## src/rtl/pbus_pkg.sv

```systemverilog
package pbus_pkg;

    localparam int CNT_W   = 8;
    localparam int TOFF_W  = 6;
    localparam int LOW_AW  = 3;
    localparam int RD_OFF  = 0;
    localparam int WR_OFF  = 4;

    typedef struct packed {
        logic [5:0] turn_off;
        logic [5:0] first;
        logic [4:0] setup;
        logic [5:0] next;
        logic [4:0] hold;
    } rd_timing_t;

    typedef struct packed {
        logic [7:0] ale_to_we;
        logic [7:0] we_low;
        logic [7:0] we_high;
    } wr_timing_t;

    typedef enum logic [2:0] {
        ST_IDLE, ST_ALE, ST_RFIRST, ST_RNEXT, ST_RHOLD,
        ST_WSETUP, ST_WLOW, ST_WHIGH
    } seq_state_t;

    function automatic logic [CNT_W-1:0] at_least_one(input logic [CNT_W-1:0] v);
        return (v == '0) ? CNT_W'(1) : v;
    endfunction

endpackage

```

## src/rtl/pbus_cfg_regs.sv

```systemverilog
module pbus_cfg_regs
    import pbus_pkg::*;
#(
    parameter int CFG_AW = 3
) (
    input  logic              clk,
    input  logic              rst,
    input  logic              cfg_we,
    input  logic [CFG_AW-1:0] cfg_addr,
    input  logic [31:0]       cfg_wdata,
    output rd_timing_t        rd_t,
    output wr_timing_t        wr_t
);
    logic unused_fields;
    assign unused_fields = ^cfg_wdata[31:28];

    always_ff @(posedge clk) begin
        if (rst) begin
            rd_t <= '0;
            wr_t <= '0;
        end else if (cfg_we) begin
            if (cfg_addr == CFG_AW'(RD_OFF)) begin
                rd_t.turn_off <= cfg_wdata[5:0];
                rd_t.first    <= cfg_wdata[11:6];
                rd_t.setup    <= cfg_wdata[16:12];
                rd_t.next     <= cfg_wdata[22:17];
                rd_t.hold     <= cfg_wdata[27:23];
            end
            if (cfg_addr == CFG_AW'(WR_OFF)) begin
                wr_t.ale_to_we <= cfg_wdata[7:0];
                wr_t.we_low    <= cfg_wdata[15:8];
                wr_t.we_high   <= cfg_wdata[23:16];
            end
        end
    end
endmodule

```

## src/rtl/pbus_turnoff.sv

```systemverilog
module pbus_turnoff #(
    parameter int TW = 6
) (
    input  logic          clk,
    input  logic          rst,
    input  logic          load,
    input  logic [TW-1:0] load_val,
    output logic          quiet
);
    logic [TW-1:0] remain;

    always_ff @(posedge clk) begin
        if (rst)                remain <= '0;
        else if (load)          remain <= load_val;
        else if (remain != '0)  remain <= remain - TW'(1);
    end

    assign quiet = (remain == '0);
endmodule

```

## src/rtl/pbus_seq.sv

```systemverilog
module pbus_seq
    import pbus_pkg::*;
#(
    parameter int DATA_W = 16,
    parameter int LEN_W  = 3
) (
    input  logic              clk,
    input  logic              rst,
    input  rd_timing_t        rd_t,
    input  wr_timing_t        wr_t,
    input  logic              bus_quiet,
    input  logic              req_valid,
    output logic              req_ready,
    input  logic              req_write,
    input  logic [DATA_W-1:0] req_addr,
    input  logic [LEN_W-1:0]  req_len,
    input  logic [DATA_W-1:0] req_wdata,
    output logic              wdata_take,
    output logic [DATA_W-1:0] rd_data,
    output logic              rd_valid,
    output logic              last_sample,
    output logic [DATA_W-1:0] ad_out,
    output logic              ad_oe,
    input  logic [DATA_W-1:0] ad_in,
    output logic              ale,
    output logic              cs_n,
    output logic              oe_n,
    output logic              we_n,
    output logic [LOW_AW-1:0] a_low
);
    seq_state_t        state;
    logic [CNT_W-1:0]  cnt;
    logic [LEN_W-1:0]  beat, len_q;
    logic [DATA_W-1:0] addr_q, wdata_q;
    logic              write_q;

    logic [CNT_W-1:0] first_c, setup_c, hold_c, alew_c;
    logic [CNT_W-1:0] next_eff, low_eff, high_eff;
    logic             more, sample, low_done, in_read, in_write;

    assign first_c  = CNT_W'(rd_t.first);
    assign setup_c  = CNT_W'(rd_t.setup);
    assign hold_c   = CNT_W'(rd_t.hold);
    assign alew_c   = wr_t.ale_to_we;
    assign next_eff = at_least_one(CNT_W'(rd_t.next));
    assign low_eff  = at_least_one(wr_t.we_low);
    assign high_eff = at_least_one(wr_t.we_high);

    assign more     = (beat != len_q);
    assign sample   = (state == ST_RFIRST && cnt == first_c) ||
                      (state == ST_RNEXT  && cnt == next_eff - CNT_W'(1));
    assign low_done = (state == ST_WLOW && cnt == low_eff - CNT_W'(1));
    assign wdata_take = (low_done && more && high_eff == CNT_W'(1)) ||
                        (state == ST_WHIGH && high_eff >= CNT_W'(2) &&
                         cnt == high_eff - CNT_W'(2));
    assign last_sample = sample && !more;

    assign in_read  = (state == ST_RFIRST) || (state == ST_RNEXT) || (state == ST_RHOLD);
    assign in_write = (state == ST_WSETUP) || (state == ST_WLOW) || (state == ST_WHIGH);

    assign req_ready = (state == ST_IDLE) && bus_quiet;
    assign ale       = (state == ST_ALE);
    assign cs_n      = !(in_read || in_write);
    assign oe_n      = !((state == ST_RFIRST && cnt >= setup_c) || state == ST_RNEXT);
    assign we_n      = !(state == ST_WLOW);
    assign ad_oe     = ale || in_write;
    assign ad_out    = ale ? addr_q : wdata_q;
    assign a_low     = addr_q[LOW_AW-1:0] + LOW_AW'(beat);

    always_ff @(posedge clk) begin
        if (rst) begin
            state    <= ST_IDLE;
            cnt      <= '0;
            beat     <= '0;
            len_q    <= '0;
            addr_q   <= '0;
            wdata_q  <= '0;
            write_q  <= 1'b0;
            rd_data  <= '0;
            rd_valid <= 1'b0;
        end else begin
            rd_valid <= sample;
            if (sample) rd_data <= ad_in;
            if (wdata_take) begin
                wdata_q <= req_wdata;
                beat    <= beat + LEN_W'(1);
            end
            cnt <= cnt + CNT_W'(1);
            case (state)
                ST_IDLE: begin
                    cnt <= '0;
                    if (req_valid && req_ready) begin
                        state   <= ST_ALE;
                        addr_q  <= req_addr;
                        len_q   <= req_len;
                        write_q <= req_write;
                        wdata_q <= req_wdata;
                        beat    <= '0;
                    end
                end
                ST_ALE: begin
                    cnt <= '0;
                    if (!write_q)            state <= ST_RFIRST;
                    else if (alew_c == '0)   state <= ST_WLOW;
                    else                     state <= ST_WSETUP;
                end
                ST_RFIRST, ST_RNEXT: begin
                    if (sample) begin
                        cnt <= '0;
                        if (more) begin
                            beat  <= beat + LEN_W'(1);
                            state <= ST_RNEXT;
                        end else begin
                            state <= (hold_c == '0) ? ST_IDLE : ST_RHOLD;
                        end
                    end
                end
                ST_RHOLD: begin
                    if (cnt == hold_c - CNT_W'(1)) begin
                        cnt   <= '0;
                        state <= ST_IDLE;
                    end
                end
                ST_WSETUP: begin
                    if (cnt == alew_c - CNT_W'(1)) begin
                        cnt   <= '0;
                        state <= ST_WLOW;
                    end
                end
                ST_WLOW: begin
                    if (low_done) begin
                        cnt   <= '0;
                        state <= more ? ST_WHIGH : ST_IDLE;
                    end
                end
                ST_WHIGH: begin
                    if (cnt == high_eff - CNT_W'(1)) begin
                        cnt   <= '0;
                        state <= ST_WLOW;
                    end
                end
                default: state <= ST_IDLE;
            endcase
        end
    end
endmodule

```

## src/rtl/pbus_timing_ctrl.sv

```systemverilog
module pbus_timing_ctrl
    import pbus_pkg::*;
#(
    parameter int DATA_W = 16,
    parameter int LEN_W  = 3,
    parameter int CFG_AW = 3
) (
    input  logic              clk,
    input  logic              rst,
    input  logic              cfg_we,
    input  logic [CFG_AW-1:0] cfg_addr,
    input  logic [31:0]       cfg_wdata,
    input  logic              req_valid,
    output logic              req_ready,
    input  logic              req_write,
    input  logic [DATA_W-1:0] req_addr,
    input  logic [LEN_W-1:0]  req_len,
    input  logic [DATA_W-1:0] req_wdata,
    output logic              wdata_take,
    output logic [DATA_W-1:0] rd_data,
    output logic              rd_valid,
    output logic [DATA_W-1:0] ad_out,
    output logic              ad_oe,
    input  logic [DATA_W-1:0] ad_in,
    output logic              ale,
    output logic              cs_n,
    output logic              oe_n,
    output logic              we_n,
    output logic [2:0]        a_low
);
    rd_timing_t rd_t;
    wr_timing_t wr_t;
    logic       bus_quiet, last_sample;

    pbus_cfg_regs #(.CFG_AW(CFG_AW)) u_cfg (
        .clk(clk), .rst(rst), .cfg_we(cfg_we), .cfg_addr(cfg_addr),
        .cfg_wdata(cfg_wdata), .rd_t(rd_t), .wr_t(wr_t)
    );

    pbus_turnoff #(.TW(TOFF_W)) u_toff (
        .clk(clk), .rst(rst), .load(last_sample),
        .load_val(rd_t.turn_off), .quiet(bus_quiet)
    );

    pbus_seq #(.DATA_W(DATA_W), .LEN_W(LEN_W)) u_seq (
        .clk(clk), .rst(rst), .rd_t(rd_t), .wr_t(wr_t), .bus_quiet(bus_quiet),
        .req_valid(req_valid), .req_ready(req_ready), .req_write(req_write),
        .req_addr(req_addr), .req_len(req_len), .req_wdata(req_wdata),
        .wdata_take(wdata_take), .rd_data(rd_data), .rd_valid(rd_valid),
        .last_sample(last_sample), .ad_out(ad_out), .ad_oe(ad_oe), .ad_in(ad_in),
        .ale(ale), .cs_n(cs_n), .oe_n(oe_n), .we_n(we_n), .a_low(a_low)
    );
endmodule

```

## config.mk

```make
export PLATFORM = sky130hd
export DESIGN_NAME = pbus_timing_ctrl
export DESIGN_NICKNAME = d
export VERILOG_FILES = /design/src/rtl/pbus_pkg.sv /design/src/rtl/pbus_cfg_regs.sv /design/src/rtl/pbus_turnoff.sv /design/src/rtl/pbus_seq.sv /design/src/rtl/pbus_timing_ctrl.sv
export SDC_FILE = /design/constraint.sdc
export NUM_CORES = 1
export LEC_CHECK = 0
export BUFFER_PORTS_ARGS = -buffer_cell sky130_fd_sc_hd__clkbuf_2
export CAP_MARGIN = 40
export CORE_MARGIN = 1
export CORE_UTILIZATION = 50
export CTS_BUF_LIST = sky130_fd_sc_hd__clkbuf_16
export DETAILED_ROUTE_END_ITERATION = 7
export GPL_ROUTABILITY_DRIVEN = 0
export PLACE_DENSITY = 0.73
export SLEW_MARGIN = 10
export SYNTH_ARGS = -nofsm -noshare
export SYNTH_HDL_FRONTEND = slang
export SYNTH_HIERARCHICAL = 1
export SYNTH_SLANG_ARGS = --single-unit
export TNS_END_PERCENT = 1
```

## constraint.sdc

```tcl
create_clock -name clk -period 7.3 [get_ports clk]
set_input_delay 0.365 -clock clk [delete_from_list [all_inputs] [get_ports clk]]
set_output_delay 0.365 -clock clk [all_outputs]
set_load 0.03 [all_outputs]
```

# Yosys cells after proc, flatten, opt, wreduce, memory -nomap -nowiden
# Index checks and enable logic that the tools add are counted.
# totals
reg_bits,125
in_bits,91
out_inout_bits,43
wordCells,125
# classes
addsub,10
magnitude_cmp,2
n_eq_ne,23
muxes,32
n_reduce_logical,40
# ops
cell,n
$mux 16,4
$mux 8,7
$eq 8x8->1,6
$pmux 8 s6,1
$mux 3,14
$logic_not 8->1,4
$sub 8x1->8 const B,4
$pmux 3 s7,1
$mux 6,3
$eq 3x3->1 const B,5
$logic_not 6->1,2
$logic_and 1x1->1,11
$logic_or 1x1->1,9
$add 8x1->8 const B,1
$eq 8x1->1 const B,1
$eq 8x6->1,1
$ge 8x2->1 const B,1
$ge 8x5->1,1
$ne 2x2->1 const B,4
$sub 8x2->8 const B,1
$eq 3x2->1 const B,2
$logic_not 3->1,2
$pmux 3 s2,1
$reduce_and 2->1,3
13 further kinds,18

# Depth between registers and ports, before layout
# Gate-level depths: netlist of run 1.
# depth
ltp_word,12
depth_mapped,16
depth_no_buf,12

# Hierarchy
# The synthesis of run 1 kept the hierarchy.
# modules_own_cells
mod,instances,cells_per_inst,area_each_um2,seq_area_each_um2
pbus_seq,1,557,4523.1,1341.3
pbus_cfg_regs,1,202,2172.1,1041.0
pbus_turnoff,1,46,395.4,120.1

# Least setup slack after synthesis of run 1
# OpenSTA, ideal clock, no wires.
# synth_path
kind,register -> register
start,"reg, netlist name u_cfg/rd_t[7]"
end,reg u_toff.remain[0]
setup_ps,138
arrival_ps,3065
t_required_ps,7162
slack_ps,4097
stages_incl_launch_ff,16
n_path_buf,4
synth_period_minus_slack_ps,3203
path_cell_list,dfxtp_1 > buf_2 > nor4_4 > a21oi_1 > ha_1 > a211o_1 > a221o_1 > nor4_2 > nor2_1 > buf_4 > buf_2 > nor2_1 > clkbuf_1 > nor3b_1 > nand3_1 > o221ai_1
# synth_via
elab_chain_cells,8
# synth_lines
item,line,rtl
$logic_not 6->1,pbus_pkg.sv:29,return (v == '0) ? CNT_W'(1) : v;
$mux 6 *,pbus_pkg.sv:29,
$sub 8x1->8 *,pbus_seq.sv:51,(state == ST_RNEXT && cnt == next_eff - CNT_W'(1));
$eq 8x8->1 *,pbus_seq.sv:51,
$logic_and 1x1->1 *,pbus_seq.sv:51,
$logic_or 1x1->1 *,pbus_seq.sv:50,assign sample = (state == ST_RFIRST && cnt == first_c) ||
$logic_and 1x1->1 *,pbus_seq.sv:56,assign last_sample = sample && !more;
named net last_sample,pbus_timing_ctrl.sv:33,"logic bus_quiet, last_sample;"
$mux 6 or $reduce_bool 2->1 (tied branches),n/a,
"end signal, assigned",pbus_turnoff.sv:14,else if (load) remain <= load_val;
"end signal, assigned",pbus_turnoff.sv:15,else if (remain != '0) remain <= remain - TW'(1);
"end, declared",pbus_turnoff.sv:10,logic [TW-1:0] remain;
# The timed path passes the listed nets; every way through them passes the cells marked *.
# A chain may end at the register's enable or synchronous reset.

# Worst setup path after layout of run 1
# layout_path
start,"reg, netlist name u_cfg/wr_t[12]"
end,out wdata_take
# layout_via
elab_chain_cells,8
# layout_lines
item,line,rtl
$logic_not 8->1,pbus_pkg.sv:29,
$mux 8 *,pbus_pkg.sv:29,
$sub 8x1->8 *,pbus_seq.sv:52,assign low_done = (state == ST_WLOW && cnt == low_eff - CNT_W'(1));
$eq 8x8->1 *,pbus_seq.sv:52,
$logic_and 1x1->1 *,pbus_seq.sv:52,
$logic_and 1x1->1 * (2 in series),pbus_seq.sv:53,assign wdata_take = (low_done && more && high_eff == CNT_W'(1)) ||
$logic_or 1x1->1 *,pbus_seq.sv:53,
"end, declared",pbus_timing_ctrl.sv:19,"output logic wdata_take,"
# Every way passes the cells marked *; elsewhere a longest branch is shown, timed or not.

==> impl_summary.md, run 1 <==
Cells and area
Excluding fillers, the count of instances in the completed layout stands at between 1000 and 1500. After the last flow step, the layout net total stands at 1024. The area growth from synthesis to layout is 19.0%. The library cell used most frequently in the layout, excluding fill and tap cells, is clkbuf_2. Leaving out fill and tap cells, the most frequent cells in the layout are clkbuf_2, dfxtp_1, nand2b_1. The repair_antennas step left the layout with diodes totalling 0. Cells with a size suffix above 1 make up between 20% and 30% of the layout.

Pwr
The largest voltage drop on the vdd net is 162 uV. The power density of the placed cells is between 200 and 300 nW/um2. The leakage power of the design is roughly 3.7 nW.

Clock tree
The number of buffers created by CTS is 17. The post-cts resize count is 0. The clock transition at the register clock pins on the worst setup and hold paths after CTS is about 0.05 ns. The depth of the CTS H-tree is 4.

The clock root buffer is clkbuf_16. After clock tree synthesis, the setup repair step added 0 buffers. The clock passes through at most 2 buffers.

The TritonCTS clock tree is yes. Hold repair after CTS inserted 0 buffers. The clock latency reported for the late side of the worst-skew pair is ~0.4 ns. The total clock sinks is about 130.

Logic synthesis
The fraction of the yosys area taken by sequential cells is around a third. Synthesis inferred between 100 and 150 register bits. The unique cell type count in the Yosys netlist is 74. The gate count after technology mapping is between 800 and 900.

The synthesized area per cell is about 8.8 um2. Yosys printed 6 warnings. The primary flip-flop cell chosen by synthesis mapping is dfxtp_1. The area of the mapped netlist is about 7100 um2. In this run, synthesis inferred 0 flip-flops with an integrated enable. The share of flip-flops with an asynchronous set or reset is 0%. The number of nets produced by synthesis is between 900 and 1000.

Worst setup path
STA classifies the critical path startpoint as a flip-flop. The worst register-to-register path begins at u_cfg/rd_t[8]$_SDFFE_PP0P_. For flop-to-flop paths, the worst setup slack is roughly 3.7 ns. The endpoint required time on the critical path is 6.93 ns. The reg-to-reg critical path endpoint is u_toff/remain[4]$_SDFFE_PP0P_. The logic depth of the worst register-to-register path is 13. Along the worst path, the maximum fanout reaches 9. By startpoint and endpoint, the worst setup path is classified as reg -> out. For the worst setup path, the data arrival time is between 3 and 4 ns.

The last element of the critical path is wdata_take. The start point of the critical path is u_cfg/wr_t[12]$_SDFFE_PP0P_. STA classifies the critical path endpoint as an output pin.

Floorplan
The initial cell density of the core is about 51%. From left edge to right edge, the die measures roughly 120 um. Measured along the y axis, the die boundary spans between 100 and 150 um. Row generation in the floorplan step produced 43 rows. The core region is about 14000 um2. approximately 130 I/O pins were placed. The floorplan die area is approximately 15000 um2.

Placed design
Detailed placement ended at an HPWL of between 10000 and 15000 um. The number of placed cells counting well taps is 1074. The number of I/O port buffers is roughly 130.

STA
Across the routed clock network, the largest skew measured is 0.00799 ns. The worst max-slew margin expressed relative to the limit is 45.2%. The number of slew-limit violations in the final report is 0. The period utilization is 50.8%. Setup repair after global routing left no endpoint under its margin. After layout, the minimum clock period comes to 3.71 ns.

For the pin with the worst max-slew slack, the measured transition is between 0.8 and 0.9 ns. The number of setup violations in the final report is 0. The maximum clock frequency is between 200 and 300 MHz.

The number of hold-slack violations in the final timing report is 0. The setup total negative slack is 0 ns.

Routing
The final routed wirelength across all metal layers is between 15000 and 20000 um. After detailed routing, the average wire length per cell comes to roughly 15 um. After the first detailed-routing iteration, the DRC count stood at 288. The detailed router placed between 5000 and 6000 vias in this run. The iteration count of the initial detailed-routing pass is 4. For this run, design rule violations remaining after detail routing come to 0. The detail-routed via count per cell is between 5 and 6.

In this run the remaining antenna-violating nets after routing total 0.

Global route
The number of antenna violations at the first check in global routing is 0. The maximum number of pins on one net before global-route repair is 78. The first global-routing pass estimated approximately 27000 um of wire. The overall global routing resource usage is 23.0%.

The number of global-route vias before repair came to between 5000 and 6000. Summed over all layers, the global routing overflow is 0.

Worst hold path
In this run the worst hold path is classified as in -> reg.

Run status
The run finished with clean final reports.

Flow run
The max capacitance violation total is 0.
## where the power goes
group	internal, mW	total (mW)	switching (mW)
logic	0.280	0.682	0.402
clock network	0.563	0.858	0.295
registers	0.762	0.833	0.0711
total	1.61	2.37	0.768
## synthesized netlist by cell type, types with 3 or more instances
library cell	number	area share, %
nand3b_1	3	0.32
nand3_1	20	1.4
nor3_1	17	1.2
xnor2_1	41	5.1
a21oi_1	33	2.3
o21ai_0	9	0.64
buf_2	11	0.78
o21ai_1	3	0.21
o221ai_1	3	0.37
mux2i_1	86	12
dfxtp_1	125	35
buf_4	5	0.53
nor4_1	3	0.26
a211o_1	6	0.74
and3_1	7	0.62
nor3b_1	4	0.42
xor2_1	18	2.2
nand2b_1	90	7.9
clkbuf_1	31	1.6
nor2b_1	4	0.35
a21o_1	3	0.32
a311oi_1	3	0.37
ha_1	18	3.2
or3_1	5	0.44
inv_1	33	1.7
nand4_1	5	0.44
nand2_1	65	3.4
a31oi_1	8	0.71
o31ai_1	5	0.53
o22ai_1	5	0.44
nor2_1	66	3.5
mux2_2	16	2.5
## stage by stage
step	total power [mW]	hold WS [ns]	setup WS [ns]	utilization, %	area, um2
2_1_floorplan	1.36	0.433	4.10	-	7090
3_3_place_gp	1.52	0.439	3.80	56.4	7820
3_5_place_dp	1.53	0.446	3.74	56.4	7820
4_1_cts	2.39	0.157	3.59	60.7	8430
5_1_grt	2.50	0.157	3.35	60.8	8440
6_report	2.37	0.175	3.59	60.8	8440
## layout make-up
| cell class | count | area (um2) |
|---|---|---|
| clock inverter | 15 | 179 |
| timing repair buffer | 138 | 719 |
| multi-input combinational | 599 | 4260 |
| sequential | 125 | 2500 |
| fill | 1255 | 5440 |
| clock buffer | 17 | 425 |
| tap | 180 | 225 |
| inverter | 33 | 124 |
## how the worst min path moves through the flow
| stage | from | endpoint | cells after the start |
|---|---|---|---|
| 2_1_floorplan | u_seq/addr_q[10]$_SDFFE_PP0P_ | u_seq/addr_q[10]$_SDFFE_PP0P_ | 2 |
| 3_3_place_gp | u_seq/addr_q[11]$_SDFFE_PP0P_ | u_seq/addr_q[11]$_SDFFE_PP0P_ | 2 |
| 3_5_place_dp | u_seq/addr_q[5]$_SDFFE_PP0P_ | u_seq/addr_q[5]$_SDFFE_PP0P_ | 2 |
| 4_1_cts | req_len[2] | u_seq/len_q[2]$_SDFFE_PP0P_ | 3 |
| 5_1_grt | req_addr[13] | u_seq/addr_q[13]$_SDFFE_PP0P_ | 3 |
| 6_report | req_len[2] | u_seq/len_q[2]$_SDFFE_PP0P_ | 3 |
## cell families after synthesis
group,synth area share [%]
xor gates and xnor gates,7.29
muxes,14.8
and+or+nand+nor,23.5
buffers and inverters,4.85
adders and majority gates,3.46
DFF,35.3
AOI/OAI and AO/OA,10.7
## sequential cells by signal (all words and copies together) (netlist names)
register and flops:
u_cfg/rd_t 28, u_cfg/wr_t 24, u_seq/addr_q 16, u_seq/beat 3, u_seq/cnt 8, u_seq/len_q 3, u_seq/rd_data 16, u_seq/rd_valid 1
u_seq/state 3, u_seq/wdata_q 16, u_seq/write_q 1, u_toff/remain 6
## per-layer routing
| metal | up-vias | global-route usage [%] | routed length, um |
|---|---|---|---|
| li1 | 3002 | - | - |
| met1 | 2801 | 29.1 | 7500 |
| met2 | 116 | 38.9 | 8030 |
| met3 | 15 | 5.08 | 716 |
| met4 | 0 | 6.94 | 209 |
| met5 | - | 0 | 0 |
## worst max-delay path, stage by stage, from the launching register on
cell and delay [ns]:
dfxtp_1 0.39, nor4_1 0.41, and3_1 0.30, nor2_1 0.06
ha_1 0.30, xnor2_1 0.13, a221oi_1 0.24, o221ai_1 0.22
a2111oi_4 0.28, a41oi_2 0.29, inv_1 0.11, clkbuf_2 0.21
Power figures use the tool's default switching activity.
==> inputs of run 2 (changes only) <==
clock period = 3.6 ns   (was 7.3 ns; I/O delays follow)
==> run 2 against run 1 <==
  * Register-to-register slack got worse by 3.4 ns
  * Combinational power up 120%
  * Non-clock buffer count up 56
  * Hold slack worse by 0.17 ns
  * Clock skew is 0.0064 ns higher
  * Largest cell class unchanged
  * First-iteration DRC count up 39%
  * Critical path depth is the same
  * Sequential share of layout area is 1.8 points lower
  * Cell count increased by 5.1%
  * Via count up 5.5%
  * Highest routed layer unchanged
==> impl_summary.md, run 2 (same netlist as run 1, synthesis figures left out) <==
Run status
The run finished with clean final reports.

Clock tree
The H-tree generated during clock tree synthesis spans 4 levels. TritonCTS built the clock tree. After clock tree synthesis, the clock-pin slew on the worst setup and hold paths is 0.06 ns.

The clock latency reported for the late side of the worst-skew pair is between 0.4 and 0.5 ns. The number of buffers created by CTS is 17. Counting along the longest clock path gives a buffer depth of 2. The total clock sinks is approximately 130. Once the clock tree was built, the setup fixing pass inserted 0 buffers. The clock root buffer is clkbuf_16.

Placed design
At the placement stage, the worst setup path has a slack of approximately 0.31 ns. The number of I/O port buffers is ~130. The half-perimeter wire length after placement is between 10000 and 15000 um.

The placed instances occupy a cell area of about 7900 um2. The number of placed cells counting well taps is between 1000 and 1500.

Worst setup path
The critical path goes through nor4_2 -> and3_1 -> nor2_1 -> ha_1 -> xnor2_1 -> a221oi_1 -> o221ai_1 -> a2111oi_4 -> a41oi_2 -> inv_1 -> clkbuf_2. In this run the worst path has a maximum fanout of 9. Measured in cells, the most critical reg-to-reg path has a length of 12. The total stage count of the critical path is 11. The endpoint kind of the worst setup timing path is an output pin. STA classifies the critical path startpoint as a flip-flop. The data arrival time of the critical path is 3.17 ns.

The most critical setup path has its endpoint at wdata_take. The family of cells with the greatest summed delay on the critical path is compound AO/OA/AOI/OAI gates. Among all stages on the critical path, the largest delay is contributed by dfxtp_1. The critical path in this run is classified as reg -> out. The launch instance of the worst register-to-register path is u_cfg/wr_t[12]$_SDFFE_PP0P_. The critical path starts at u_cfg/wr_t[12]$_SDFFE_PP0P_. For this run, the slowest stage of the critical path takes about 0.40 ns.

The reg-to-reg setup timing slack is between 0.3 and 0.4 ns. The count of buffer and inverter cells on the critical path is 2. The reg-to-reg critical path endpoint is u_seq/wdata_q[0]$_SDFF_PP0_. The endpoint required time on the critical path is around 3.4 ns.

STA
Setup slack closes at between 0.2 and 0.25 ns. Clock skew on the completed layout was measured at 0.0143 ns. The worst max-slew margin expressed relative to the limit is a little over two fifths. Setup violations remaining at the end of the flow were counted as 0. For the pin with the worst max-slew slack, the measured transition is around 0.83 ns. The number of slew-limit violations in the final report is 0. The worst path needs 3.35 ns of the cycle, external delays included. The number of hold-slack violations in the final timing report is 0. The setup total negative slack is 0 ns. Derived from the worst setup path, the maximum achievable clock frequency is 298 MHz.

Setup repair after global routing left no endpoint under its margin. Of the available clock period, the critical path in the final layout requires between 90 and 100%.

Flow run
The max capacitance violation total is 0.

Global route
The number of antenna violations at the first check in global routing came to 0. The wire length of the first global-routing pass is about 28000 um. The overall global routing resource usage is about a quarter. Summed over all layers, the global routing overflow is 0. The maximum number of pins on one net before global-route repair is around 80. The number of global-route vias before repair is just under 6000.

Routing
The detail-routed via count per cell is roughly 5.4. The met1 wire length is between 7000 and 8000 um. The final routed wirelength across all metal layers is between 15000 and 20000 um. After detailed routing, the average wire length per cell comes to about 15 um. After detailed routing, the number of remaining DRC violations is 0. The uppermost signal routing layer after detailed routing is met4.

The first detailed-routing pass took 5 iterations. Once detail routing completed, the nets flagged for antenna violations numbered 0. The total length of routed met2 wires is just under 9000 um.

The routed design uses 843 um of met3 wire. For this block, the initial DRC count from the detailed router was ~400. The number of vias after detailed routing is between 6000 and 7000.

Pwr
The power density of the placed cells is around 540 nW/um2. Across the VDD grid, the largest voltage drop is 402 uV. The leakage power of the design is around 3.9 nW.

Floorplan
The number of standard-cell rows in the floorplan is 43. The initial cell density of the core is 51.1%. The area of the core region is ~14000 um2.

The die covers roughly 15000 um2. Pin placement for this block handled 134 I/O pins. The die span in y is 121 um. The floorplan die width is 121 um.

Cells and area
The cell area after layout is 8990 um2. 0 antenna diodes ended up in the layout. The register bank with the most flops is u_cfg/rd_t. The fraction of final layout cells sized beyond drive strength 1 is a little over a fifth.

The post-layout net count is 1080. Leaving out fill and tap cells, the most frequent cell in the layout is clkbuf_2. In the layout the commonest cells are clkbuf_2, dfxtp_1, nand2b_1. The largest registers in the layout are u_cfg/rd_t: 28 flops, u_cfg/wr_t: 24 flops.

The register with the most flip-flops in the layout has 28 of them. The area overhead of the layout relative to synthesis is 26.8%. The number of fill cells is roughly 1200.

The utilization after layout is roughly 65%. Once layout is complete, the cells apart from fillers number about 1200.

Worst hold path
The path type of the worst min-delay path is in -> reg.
==> run 2: cell types whose count changed in the layout (fill, tap and decap cells not counted), moves of 2 or more <==
cell           delta
dlygate4sd3_1    +49
clkinv_2          -2
buf_4             +7
clkinv_4          +2
clkinvlp_4        +2
==> run 2: worst min path at each step <==
stage	start	end	slack [ns]	cells after the start
floorplan	req_addr[10]	u_seq/addr_q[10]$_SDFFE_PP0P_	0.32	2
global placement	req_len[0]	u_seq/len_q[0]$_SDFFE_PP0P_	0.41	3
detailed placement	req_addr[4]	u_seq/addr_q[4]$_SDFFE_PP0P_	0.41	3
CTS	req_wdata[9]	u_seq/wdata_q[9]$_SDFF_PP0_	0.007	3
global route	req_addr[11]	u_seq/addr_q[11]$_SDFFE_PP0P_	0.02	3
finish	req_addr[11]	u_seq/addr_q[11]$_SDFFE_PP0P_	0.006	3
==> run 2: per-layer routing <==
| layer | vias up | track usage, % |
|---|---|---|
| li1 | 3105 | - |
| met1 | 2939 | 30.1 |
| met2 | 172 | 42.1 |
| met3 | 43 | 5.17 |
| met4 | 0 | 9.49 |
| met5 | - | 0 |
==> run 2: what timing repair did <==
action	CTS	global route
resized for setup	0	1
hold buffers	49	0
endpoints found under the setup margin	0	2
hold endpoints to repair	49	0
==> run 2: through the flow <==
step,power [mW],hold WS (ns)
6_report,4.88,0.00601
3_3_place_gp,3.08,0.406
2_1_floorplan,2.76,0.316
5_1_grt,5.12,0.0196
4_1_cts,4.89,0.00710
3_5_place_dp,3.11,0.411
==> run 2: tightest hold or removal path, delay by kind of cell <==
kind | cells | cell delay [ns]
AOI/OAI and AO/OA | 1 | 0.06
and+or+nand+nor | 1 | 0.05
buffers and inverters | 1 | 0.08
==> run 2: layout make-up <==
class                           instances  area [um2]  share of cell area [%]
Timing Repair Buffer                  194        1270                    14.1
Inverter                               33         124                    1.38
Clock inverter                         15         173                    1.92
Sequential cell                       125        2500                    27.8
Multi-Input combinational cell        599        4270                    47.5
Clock buffer                           17         425                    4.73
Tap cell                              180         225                    2.50
==> run 2: report_power, final <==
group	internal, mW	total (mW)	leakage, nW	switching [mW]
Clock	1.08	1.72	0.284	0.639
Sequential	1.54	1.69	1.01	0.146
Combinational	0.612	1.47	2.58	0.857
==> inputs of run 3 (changes only) <==
PLACE_DENSITY = 0.74   (was 0.73)
==> run 3 against run 2 <==
  * Critical path depth unchanged
  * Sequential share of layout area decreased by 0.073 points
  * Sequential cell count unchanged
  * First-iteration DRC count increased by 3.0%
==> impl_summary.md, run 3 (same netlist as run 1, synthesis figures left out) <==
Run status
The run finished with clean final reports.

Worst setup path
The family of cells with the greatest summed delay on the critical path is compound AO/OA/AOI/OAI gates. Data arrives at the worst endpoint at ~3.1 ns. The count of buffer and inverter cells on the critical path is 2. STA classifies the critical path startpoint as a flip-flop. The endpoint required time on the critical path is ~3.4 ns. In this run the worst path has a maximum fanout of 9. Among all stages on the critical path, the largest delay is contributed by dfxtp_1. For this run, the slowest stage of the critical path takes slightly above 0.4 ns. The critical path goes through nor4_4 -> and3_1 -> nor2_1 -> ha_1 -> xnor2_1 -> a221oi_1 -> o221ai_2 -> a2111oi_4 -> a41oi_2 -> inv_1 -> clkbuf_2. The critical path is of the reg -> out type.

The endpoint kind of the worst setup timing path is an output pin.

Pwr
The power density of the placed cells is roughly 530 nW/um2. Of the total power, the share spent switching nets is between 30% and 40%. For this design the static power due to leakage is between 3 and 4 nW. The clock network burns roughly a third of the power.

VDD sags by at most 354 uV. Internal power comes to between 3 and 4 mW. Per report_power, the combinational group accounts for approximately 30% of the total. Of the total power, registers draw between 30% and 40%. For this design the total switching power over the nets is about 1.6 mW.

STA
The worst setup skew after layout is between 0.009 and 0.01 ns. Setup repair after global routing left no endpoint under its margin. The number of hold-slack violations in the final timing report was 0. Timing would allow up to 304 MHz.

The period utilization is around nine tenths. The worst max-slew margin expressed relative to the limit is between 40% and 50%. The number of setup violations in the final report is 0. After routing, the total negative slack on setup checks comes to 0 ns.

The slew at the pin closest to its max-slew limit is around 0.89 ns. Counting I/O delays and the setup requirement, the final critical path takes 3.29 ns. The number of slew-limit violations in the final report came to 0.

Clock tree
Clock tree synthesis inserted a total of 17 buffers. After clock tree synthesis, the clock-pin slew on the worst setup and hold paths is 0.06 ns. For the worst-skew pair, the clock arrives at the later sink with an insertion delay of ~0.42 ns. The TritonCTS clock tree is yes. The post-CTS setup buffer count is 0.

In this run the deepest clock path goes through 2 buffers. The depth of the CTS H-tree is 4. The clock net in this run drives a total of about 130 sinks. Clock tree synthesis selected as its root buffer the cell clkbuf_16.

Cells and area
The post-layout net count is about 1100. In the final layout, the registers with the most flip-flops are u_cfg/rd_t: 28 flops, u_cfg/wr_t: 24 flops. The combined area of the multi-input logic cells is around 4300 um2. Leaving out fill and tap cells, the most frequent cells in the layout are clkbuf_2, dfxtp_1, nand2b_1. More flip-flops sit in one register than any other, and that register is u_cfg/rd_t.

The repair_antennas step left the layout with diodes totalling 0. The final cell count without fillers is approximately 1200. From synthesis to final layout, the design area changed by 27.1%. The flip-flop count of the largest register after layout is 28. The library cell used most frequently in the layout, excluding fill and tap cells, is clkbuf_2. The filler cells instantiated in the layout total approximately 1200. The post-route netlist has 21.8% of its cells at a drive strength greater than 1. The combined flip-flop and latch cell area is ~2500 um2. Cells fill approximately 65% of the core in the end.

Global route
The first global-routing pass estimated between 20000 and 30000 um of wire. The number of global-route vias before repair is 6305. The remaining global-route overflow is 0. The number of antenna violations at the first check in global routing came to 0. Global routing used 25.3% of the available tracks across all layers. Entering global routing, the biggest net connects 95 pins.

Placed design
Once placement completed, the tool counted placed cells totaling around 1100. The count of buffers added on input and output ports is 129. The half-perimeter wire length after placement is around 12000 um.

Routing
The detail-routed via count per cell is between 5 and 6. The iteration count of the initial detailed-routing pass is 5. The average wire per cell in the routed design is roughly 15 um.

After detailed routing, the number of remaining DRC violations is 0. The final routed wirelength across all metal layers is approximately 18000 um. The number of antenna-violating nets in the routed design is 0. The number of vias after detailed routing is around 6300. The initial detailed-routing violation count is slightly above 400.

Floorplan
The floorplan die area is around 15000 um2. In this run the core area contains 43 standard-cell rows. The initial cell density of the core is around 50%. The die span in y is ~120 um. The area of the core region is approximately 14000 um2. Pin placement for this block handled 134 I/O pins. The floorplan die width is between 100 and 150 um.

Worst hold path
The path type of the worst min-delay path is in -> reg.

Flow run
The max capacitance violation total is 0.
-- run 3: area by class of cell --
class                   count  area share, %
clock buffers              17           4.72
flip-flops and latches    125           27.8
inverters                  33           1.37
multi-input cells         599           47.5
clock inverters            15           1.62
well taps                 180           2.50
repair buffers            197           14.5
-- run 3: worst paths after layout --
path                                                   start  slack, ns  depth (start not counted)                       endpoint
worst min-delay path                                ad_in[9]      0.007                          3  u_seq/rd_data[9]$_SDFFE_PP0P_
worst min register to register  u_seq/addr_q[9]$_SDFFE_PP0P_       0.45                          2   u_seq/addr_q[9]$_SDFFE_PP0P_
worst max register to register   u_cfg/wr_t[12]$_SDFFE_PP0P_       0.41                         12    u_seq/wdata_q[2]$_SDFF_PP0_
worst max-delay path             u_cfg/wr_t[12]$_SDFFE_PP0P_       0.31                         11                     wdata_take
-- run 3: repair_timing --
action                     CTS  global route
resized for setup            0             3
hold buffers                51             0
hold endpoints to repair    51             0
setup endpoints to repair    0             7
-- run 3: metal layers --
layer  wire length [um]  up-vias  GRT usage, %
met3                854       39          5.12
met1               7870     2948          30.7
met4                497        0          11.2
met5                  0        -             0
met2               8830      182          43.2
li1                   -     3118             -
-- run 3: stage by stage --
| step | hold WS, ns | setup slack [ns] | area (um2) | power, mW |
|---|---|---|---|---|
| after floorplan | 0.316 | 0.397 | 7090 | 2.76 |
| after global placement | 0.404 | 0.433 | 7880 | 3.08 |
| after detailed placement | 0.411 | 0.372 | 7910 | 3.10 |
| after CTS | 0.0000435 | 0.193 | 8990 | 4.80 |
| after global routing | 0.00871 | 0.0145 | 9010 | 5.03 |
| final | 0.00725 | 0.306 | 9010 | 4.82 |
-- run 3: worst reg2reg max path: stages, from the launching register on --
cell and delay, ns:
dfxtp_1 0.41, nor4_4 0.32, and3_1 0.26, nor2_1 0.06, ha_1 0.30, xnor2_1 0.12
a221oi_1 0.24, o221ai_2 0.16, a2111oi_4 0.25, a41oi_2 0.26, nand2_4 0.32, mux2i_1 0.29
nor2_1 0.07
-- run 3: power groups by stage --
stage	Clock [mW]	Combinational, mW	Sequential, mW
after floorplan	0	1.06	1.70
final	1.65	1.48	1.69
after global routing	1.73	1.60	1.71
after CTS	1.67	1.45	1.68
after detailed placement	0	1.40	1.70
after global placement	0	1.38	1.70
